==> src/rtl/por_seq_pkg.sv <==
`timescale 1ns/1ps
package por_seq_pkg;
  function automatic int unsigned count_width(input int unsigned ticks);
    return (ticks < 2) ? 1 : $clog2(ticks + 1);
  endfunction

  function automatic int unsigned release_edges(input int unsigned sync_stages,
                                                input int unsigned ticks);
    return sync_stages + ticks;
  endfunction
endpackage

==> src/rtl/por_seq_sync.sv <==
`timescale 1ns/1ps
module por_seq_sync #(
  parameter int unsigned STAGES = 2
) (
  input  logic clk,
  input  logic arst,
  input  logic d,
  output logic q
);
  logic [STAGES-1:0] sh_q;

  always_ff @(posedge clk or posedge arst) begin
    if (arst) sh_q <= '0;
    else      sh_q <= {sh_q[STAGES-2:0], d};
  end

  assign q = sh_q[STAGES-1];
endmodule

==> src/rtl/por_seq_timer.sv <==
`timescale 1ns/1ps
module por_seq_timer #(
  parameter int unsigned TMO_TICKS = 8,
  parameter int unsigned CW        = 4
) (
  input  logic          clk,
  input  logic          arst,
  input  logic          run,
  output logic [CW-1:0] cnt_o,
  output logic          hit_o
);
  localparam logic [CW-1:0] TERM = CW'(TMO_TICKS);
  localparam logic [CW-1:0] LAST = CW'(TMO_TICKS - 1);

  function automatic logic [CW-1:0] next_count(input logic [CW-1:0] c);
    return (c == TERM) ? TERM : c + 1'b1;
  endfunction

  logic [CW-1:0] cnt_q;

  always_ff @(posedge clk or posedge arst) begin
    if (arst)      cnt_q <= '0;
    else if (!run) cnt_q <= '0;
    else           cnt_q <= next_count(cnt_q);
  end

  assign cnt_o = cnt_q;
  assign hit_o = run && (cnt_q == LAST);
endmodule

==> src/rtl/por_seq_state.sv <==
`timescale 1ns/1ps
module por_seq_state (
  input  logic clk,
  input  logic arst,
  input  logic run,
  input  logic hit,
  input  logic flag_clr,
  output logic rst_q,
  output logic tmo_q,
  output logic flag_q
);
  always_ff @(posedge clk or posedge arst) begin
    if (arst) begin
      rst_q  <= 1'b1;
      tmo_q  <= 1'b0;
      flag_q <= 1'b1;
    end else begin
      tmo_q <= hit;
      if (!run)     rst_q <= 1'b1;
      else if (hit) rst_q <= 1'b0;
      if (flag_clr) flag_q <= 1'b0;
    end
  end
endmodule

==> src/rtl/por_reset_seq.sv <==
`timescale 1ns/1ps
module por_reset_seq #(
  parameter int unsigned TMO_TICKS   = 72000,
  parameter int unsigned SYNC_STAGES = 2
) (
  input  logic clk,
  input  logic por_in,
  input  logic mclr_n,
  input  logic por_flag_clr,
  output logic rst_out,
  output logic tmo_pulse,
  output logic por_flag
);
  localparam int unsigned CW = por_seq_pkg::count_width(TMO_TICKS);

  logic          mclr_s;
  logic [CW-1:0] cnt_q;
  logic          tmo_hit;
  logic          rst_q;

  por_seq_sync #(.STAGES(SYNC_STAGES)) sync_i (
    .clk(clk), .arst(por_in), .d(mclr_n), .q(mclr_s)
  );

  por_seq_timer #(.TMO_TICKS(TMO_TICKS), .CW(CW)) timer_i (
    .clk(clk), .arst(por_in), .run(mclr_s), .cnt_o(cnt_q), .hit_o(tmo_hit)
  );

  por_seq_state state_i (
    .clk(clk), .arst(por_in), .run(mclr_s), .hit(tmo_hit),
    .flag_clr(por_flag_clr), .rst_q(rst_q), .tmo_q(tmo_pulse), .flag_q(por_flag)
  );

  assign rst_out = rst_q | ~mclr_s;
endmodule


==> config.mk <==
export PLATFORM = sky130hd
export DESIGN_NAME = por_reset_seq
export DESIGN_NICKNAME = d
export VERILOG_FILES = /design/src/rtl/por_seq_pkg.sv /design/src/rtl/por_seq_sync.sv /design/src/rtl/por_seq_timer.sv /design/src/rtl/por_seq_state.sv /design/src/rtl/por_reset_seq.sv
export SDC_FILE = /design/constraint.sdc
export NUM_CORES = 1
export LEC_CHECK = 0
export ABC_AREA = 1
export BUFFER_PORTS_ARGS = -buffer_cell sky130_fd_sc_hd__buf_2
export CAP_MARGIN = 5
export CORE_MARGIN = 3
export CORE_UTILIZATION = 60
export CTS_BUF_LIST = sky130_fd_sc_hd__clkbuf_8
export DETAILED_ROUTE_END_ITERATION = 12
export GPL_ROUTABILITY_DRIVEN = 0
export MAX_ROUTING_LAYER = met4
export PLACE_DENSITY_LB_ADDON = 0.2
export SYNTH_ARGS = -nofsm -noshare
export SYNTH_HDL_FRONTEND = slang
export SYNTH_SLANG_ARGS = --single-unit
==> constraint.sdc <==
create_clock -name clk -period 2.3 [get_ports clk]
set_input_delay 0.23 -clock clk [delete_from_list [all_inputs] [get_ports clk]]
set_output_delay 0.23 -clock clk [all_outputs]
set_load 0.05 [all_outputs]
==> out/results.txt, run 1 <==
Status: completed
Cts bufs inserted: 3
Final ANT Viol Nets: 0
Wirelength per Cell: 11.3 microns
TritonCTS clock tree: done
Share of the synthesized area in the top cell type: 43.1%
PwrDens: 543 nW/um^2
Critical path endpoint category: output port
Vias in the first global route: 960
Starting density of the core: 65.2%
FF+latch count, synth: 22
DR vias/cell: 5.13
PnR Total Power: 693 uW
Pin count of the biggest net entering global routing: 23
Final period util: 71.6%
Post-Syn Instances: 154
Synth area leaders: dfrtp_1 (43%), nand2_1 (12%), nor2_1 (11%)
N_diodes: 0
Final Hold Viols: 0
Clock Skew: 0.00511 ns
Row count: 15
Syn_nets: 160
Top Ports: 7
CP required: 2.07 ns
Remaining Overflow, GRT: 0
Max Cap Viol: 0
Resize count post-CTS: 0
P_leak: 0.000579 uW
Die area: 2500 sq um
R2R depth: 6
Max stage delay on crit path: 0.38 ns
Tmin final: 1.65 ns
CP startpoint kind: flip-flop
Fmax: 607 MHz
Hpwl dp: 1.59 mm
Port Buf Inserts: 6
Most frequent cells in the layout: nand2_1 (36), nor2_1 (33), inv_1 (23)
Hold Buf Count CTS: 0
Worst setup path class: reg -> out
Distinct cells, synth: 20
Ys Warns: 0
First-pass GRT wire length: 3.90 mm
First-pass DRT Iterations: 4
Core area: 1780 sq um
Post-synth top area cell: dfrtp_1
Worst-path maximum fanout: 16
Total Wirelength: 2.12 mm
Pre-CTS setup slack: 0.940 ns
Layout area overhead: 9.69%
FF-to-FF End: timer_i.cnt_o[10]
# fillers: 152
DRC: 0
Hold WC Path Type: in -> reg
Clock Tree Buf Depth: 2
Clock Sinks: 22
Most common cell after layout, fill and taps aside: nand2_1
Syn Area/Cell: 7.55 sq um
Global-route usage over all layers: 21.2%
Initial antenna violation count: 0
WHS: 0.0718 ns
Final Worst Setup Slack: 0.654 ns
Most frequent CP cell: inv_1
Reg2Reg Launch Point: timer_i.cnt_o[0]
Worst path slowest cell: dfrtp_1
# nets final: 170
Worst VDD drop: 0.515 mV
Worst-Margin Slew: 0.801 ns
Final slew viol count: 0
Root Driver: clkbuf_8
Register area share after synthesis: 47.6%
Setup TNS: 0 ns
Iter 0 DRT Violations: 21
Share of cells above drive strength 1: 11.7%
Horiz. Die Dim: 50.0 microns
RSZ-0062 raised after global routing: no
R2r setup slk: 0.93 ns
Die Ht: 50.0 microns
Mapped cell area: 1160 sq um
Clock-pin slew on the worst setup and hold paths: 0.07 ns
CTS H-tree depth: 1
CP cell instances: inv_1 -> nor2_1 -> inv_1 -> buf_2
Clk_lat worst skew: 0.26 ns
Post-CTS Setup Bufs: 0
Critical Path Sink: rst_out
DR vias: 965
Worst Path Arrival: 1.42 ns
Slew headroom: 46.6%
Final setup fails: 0
Critical Path Start: sync_i.sh_q[1]
-- layer usage --
metal | routed length (microns) | vias up | global-route usage [%] | share of wire (%)
li1 | - | 489 | - | -
met1 | 1020 | 441 | 26.5 | 48
met2 | 982 | 29 | 33.0 | 46
met3 | 82 | 6 | 2.72 | 3.9
met4 | 34 | 0 | 12.0 | 1.6
met5 | 0 | - | - | 0
-- cells in the mapped netlist (all sizes together) --
cell and count:
a21oi 5, clkbuf 1, dfrtp 20, dfstp 2
ha 2, inv 23, nand2 37, nand3 9
nand4 4, nor2 37, nor3 2, nor4 1
o21ai 3, or2 1, xnor2 2, xor2 5
-- registers in the layout, indices dropped and copies added (netlist names) --
| signal | flops |
|---|---|
| state_i.tmo_q | 1 |
| state_i.rst_q | 1 |
| timer_i.cnt_o | 17 |
| sync_i.sh_q | 2 |
| state_i.flag_q | 1 |
-- cell families (layout without fill, tap and decap cells) --
family                   count (synthesis)  in the layout  share of synthesized area [%]
AND/OR/NAND/NOR                         91             91                           33.8
buffers and inverters                   24             33                           7.75
flip-flops                              22             22                           47.6
AO/OA/AOI/OAI                            8              8                           3.44
XOR/XNOR                                 7              7                           5.27
adder cells (fa/ha/maj)                  2              2                           2.15
-- worst max-delay path: cells and delay by family (launching register included) --
family	cells	cell delay [ns]
buffers and inverters	3	0.68
and+or+nand+nor	1	0.10
DFF	1	0.38
-- report_power, final --
| part | switching (uW) | internal [uW] | total [uW] |
|---|---|---|---|
| combinational | 17.9 | 7.54 | 25.5 |
| sequential | 5.57 | 393 | 398 |
| clock | 116 | 152 | 269 |
| total | 140 | 553 | 693 |
-- cell type report --
type / count / area [sq um] / share of cell area [%]
Sequential cell: 22 / 553 / 43.4
Tap cell: 25 / 31.3 / 2.45
Multi-Input combinational cell: 108 / 519 / 40.7
Inverter: 23 / 86.3 / 6.77
Timing Repair Buffer: 6 / 30.0 / 2.36
Clock buffer: 4 / 55.1 / 4.32
-- metrics by stage --
stage	std cells	instance area, sq um	util, %
after floorplan	154	1160	-
after global placement	184	1220	68.4
after detailed placement	184	1220	68.4
after CTS	188	1270	71.5
after global routing	188	1270	71.5
final	188	1270	71.5
-- worst min path at each step --
stage,startpoint,endpoint,cells after the start
final,por_flag_clr,state_i.flag_q,2
after global routing,mclr_n,sync_i.sh_q[0],1
after CTS,por_flag_clr,state_i.flag_q,2
after detailed placement,mclr_n,sync_i.sh_q[0],1
after global placement,mclr_n,sync_i.sh_q[0],1
after floorplan,por_in,state_i.tmo_q,1
Power figures use the tool's default switching activity.
==> run 2: changes to the inputs <==
Settings changed: CORE_UTILIZATION 60 to 56.
Clock period 2.3 ns to 1.5 ns, I/O delays scaled along.
==> out/results.txt, run 2 (synthesis gave the netlist of run 1 again) <==
Final instance area: 1350 sq um (was 1270 sq um)
Final period util: 88.8%
Iter 0 DRT Violations: 44 (was 21)
Hpwl dp: 1.70 mm (was 1.59 mm)
Clk network pwr share: 44.8% (was 38.8%)
Horiz. Die Dim: 51.6 microns (was 50.0 microns)
CP cell instances: ha_1 -> nand3_2 -> nor2_2 -> nand2_1 -> xor2_1 -> nor2_1 (was inv_1 -> nor2_1 -> inv_1 -> buf_2)
Pre-CTS setup slack: 0.190 ns (was 0.940 ns)
Most common cell after layout, fill and taps aside: nand2_1 (unchanged)
Setup TNS: 0 ns (unchanged)
DR vias/cell: 5.07 (was 5.13)
Critical path endpoint category: flip-flop (was output port)
R2R depth: 6 (unchanged)
TritonCTS clock tree: done (unchanged)
Most frequent cells in the layout: nand2_1 (36), nor2_1 (33), inv_1 (22) (was nand2_1 (36), nor2_1 (33), inv_1 (23))
Status: completed (unchanged)
Hold WC Path Type: reg -> reg (was in -> reg)
Final ANT Viol Nets: 0 (unchanged)
Reg2Reg Launch Point: timer_i.cnt_o[0] (unchanged)
Clock Sinks: 22 (unchanged)
Die area: 2660 sq um (was 2500 sq um)
Core area: 1840 sq um (was 1780 sq um)
Final slew viol count: 0 (unchanged)
CP startpoint kind: flip-flop (unchanged)
Total Wirelength: 2.24 mm (was 2.12 mm)
Initial antenna violation count: 0 (unchanged)
Worst Path Arrival: 1.49 ns (was 1.42 ns)
Reg power frac: 50.8% (was 57.5%)
Clk_lat worst skew: 0.26 ns (about the same)
Hold depth: 0 (was 2)
Multi-input gate area: 519 sq um (unchanged)
Layout area overhead: 15.9% (was 9.69%)
Switching Share: 18.5% (was 20.2%)
Starting density of the core: 63.2% (was 65.2%)
Pin count of the biggest net entering global routing: 14 (was 23)
Share of cells above drive strength 1: 13.6% (was 11.7%)
Cell Area, Placed: 1230 sq um (was 1220 sq um)
Max FFs per register: 17 (unchanged)
# nets final: 176 (was 170)
First-pass DRT Iterations: 4 (unchanged)
Combinational share of power: 4.4% (was 3.7%)
Final setup fails: 0 (unchanged)
Global-route usage over all layers: 20.9% (was 21.2%)
N_diodes: 0 (unchanged)
Int Pwr: 981 uW (was 553 uW)
CP required: 1.66 ns (was 2.07 ns)
Min-delay src: sync_i.sh_q[0] (was por_flag_clr)
Util after Layout: 73.3% (was 71.5%)
Final Worst Setup Slack: 0.168 ns (was 0.654 ns)
Worst path bufs/invs: 0 (was 3)
Die Ht: 51.6 microns (was 50.0 microns)
DR vias: 983 (was 965)
Max stage delay on crit path: 0.40 ns (was 0.38 ns)
Root Driver: clkbuf_8 (unchanged)
First-pass GRT wire length: 4.03 mm (was 3.90 mm)
CP top delay family: simple AND/OR/NAND/NOR gates (was buffers and inverters)
P_leak: 0.000608 uW (was 0.000579 uW)
Clock Tree Buf Depth: 2 (unchanged)
Worst-path maximum fanout: 5 (was 16)
# fillers: 150 (was 152)
Wirelength per Cell: 11.5 microns (was 11.3 microns)
Hold Path End: sync_i.sh_q[1] (was state_i.flag_q)
Register area: 553 sq um (unchanged)
DRC: 0 (unchanged)
Vias in the first global route: 1020 (was 960)
R2r setup slk: 0.17 ns (was 0.93 ns)
Worst-Margin Slew: 0.379 ns (was 0.801 ns)
Slew headroom: 74.7% (was 46.6%)
Final Hold Viols: 0 (unchanged)
Tmin final: 1.33 ns
Port Buf Inserts: 6 (unchanged)
RSZ-0062 raised after global routing: no (unchanged)
Max Cap Viol: 0 (unchanged)
CTS H-tree depth: 1 (unchanged)
FF-to-FF End: timer_i.cnt_o[10] (unchanged)
Top Ports: 7 (unchanged)
Clock Skew: 0.00794 ns (was 0.00511 ns)
Cts bufs inserted: 3 (unchanged)
Worst setup path class: reg -> reg (was reg -> out)
PwrDens: 893 nW/um^2 (was 543 nW/um^2)
Clock-pin slew on the worst setup and hold paths: 0.08 ns (was 0.07 ns)
Fmax: 751 MHz
Remaining Overflow, GRT: 0 (unchanged)
Row count: 15 (unchanged)
P_sw: 222 uW (was 140 uW)
Worst VDD drop: 0.807 mV (was 0.515 mV)
Worst path slowest cell: dfrtp_1 (unchanged)
==> run 2: how the worst max path moves through the flow <==
stage,from,endpoint,slack (ns),cells past startpoint
floorplan,timer_i.cnt_o[0],timer_i.cnt_o[10],0.29,6
global placement,timer_i.cnt_o[0],timer_i.cnt_o[8],0.24,6
detailed placement,timer_i.cnt_o[0],timer_i.cnt_o[10],0.19,6
CTS,sync_i.sh_q[1],rst_out,0.04,4
global route,timer_i.cnt_o[0],timer_i.cnt_o[14],0.02,7
finish,timer_i.cnt_o[0],timer_i.cnt_o[10],0.17,6
==> run 2: power groups by stage <==
| stage | registers, uW | clock network [uW] | logic [uW] |
|---|---|---|---|
| floorplan | 621 | 0 | 30.0 |
| global placement | 622 | 0 | 43.4 |
| detailed placement | 622 | 0 | 45.0 |
| CTS | 611 | 551 | 51.1 |
| global route | 613 | 579 | 61.0 |
| finish | 611 | 539 | 52.7 |
==> run 2: repair_timing <==
item | CTS | global route
buffers inserted | 0 | 1
resized for setup | 0 | 1
endpoints found under the hold margin | 9 | 0
hold buffers | 3 | 0
setup endpoints to repair | 0 | 1
==> run 2: through the flow <==
step	instances	total power, uW	hold slack [ns]
3_5_place_dp	186	667	0.141
2_1_floorplan	154	651	0.138
6_report	194	1200	0.369
5_1_grt	194	1250	0.373
3_3_place_gp	186	665	0.123
4_1_cts	193	1210	0.366
==> run 2: worst register-to-register path, delay by kind of cell (launching register included) <==
family                   cells  cell delay (ns)
adder cells (fa/ha/maj)      1             0.22
flip-flops                   1             0.40
AND/OR/NAND/NOR              4             0.45
XOR/XNOR                     1             0.15
==> run 2: layout make-up <==
class,count,share of cell area [%]
Multi-Input combinational cell,108,38.5
Inverter,23,6.69
Clock buffer,3,3.06
Sequential cell,22,41.0
Clock inverter,1,2.23
Tap cell,25,2.32
Timing Repair Buffer,12,6.13
==> run 2: per-layer routing <==
metal,up-vias,routed length (microns),GRT usage [%]
met1,446,976,24.2
met4,0,27,7.42
met5,-,0,-
met3,5,115,3.44
li1,499,-,-
met2,33,1120,36.7
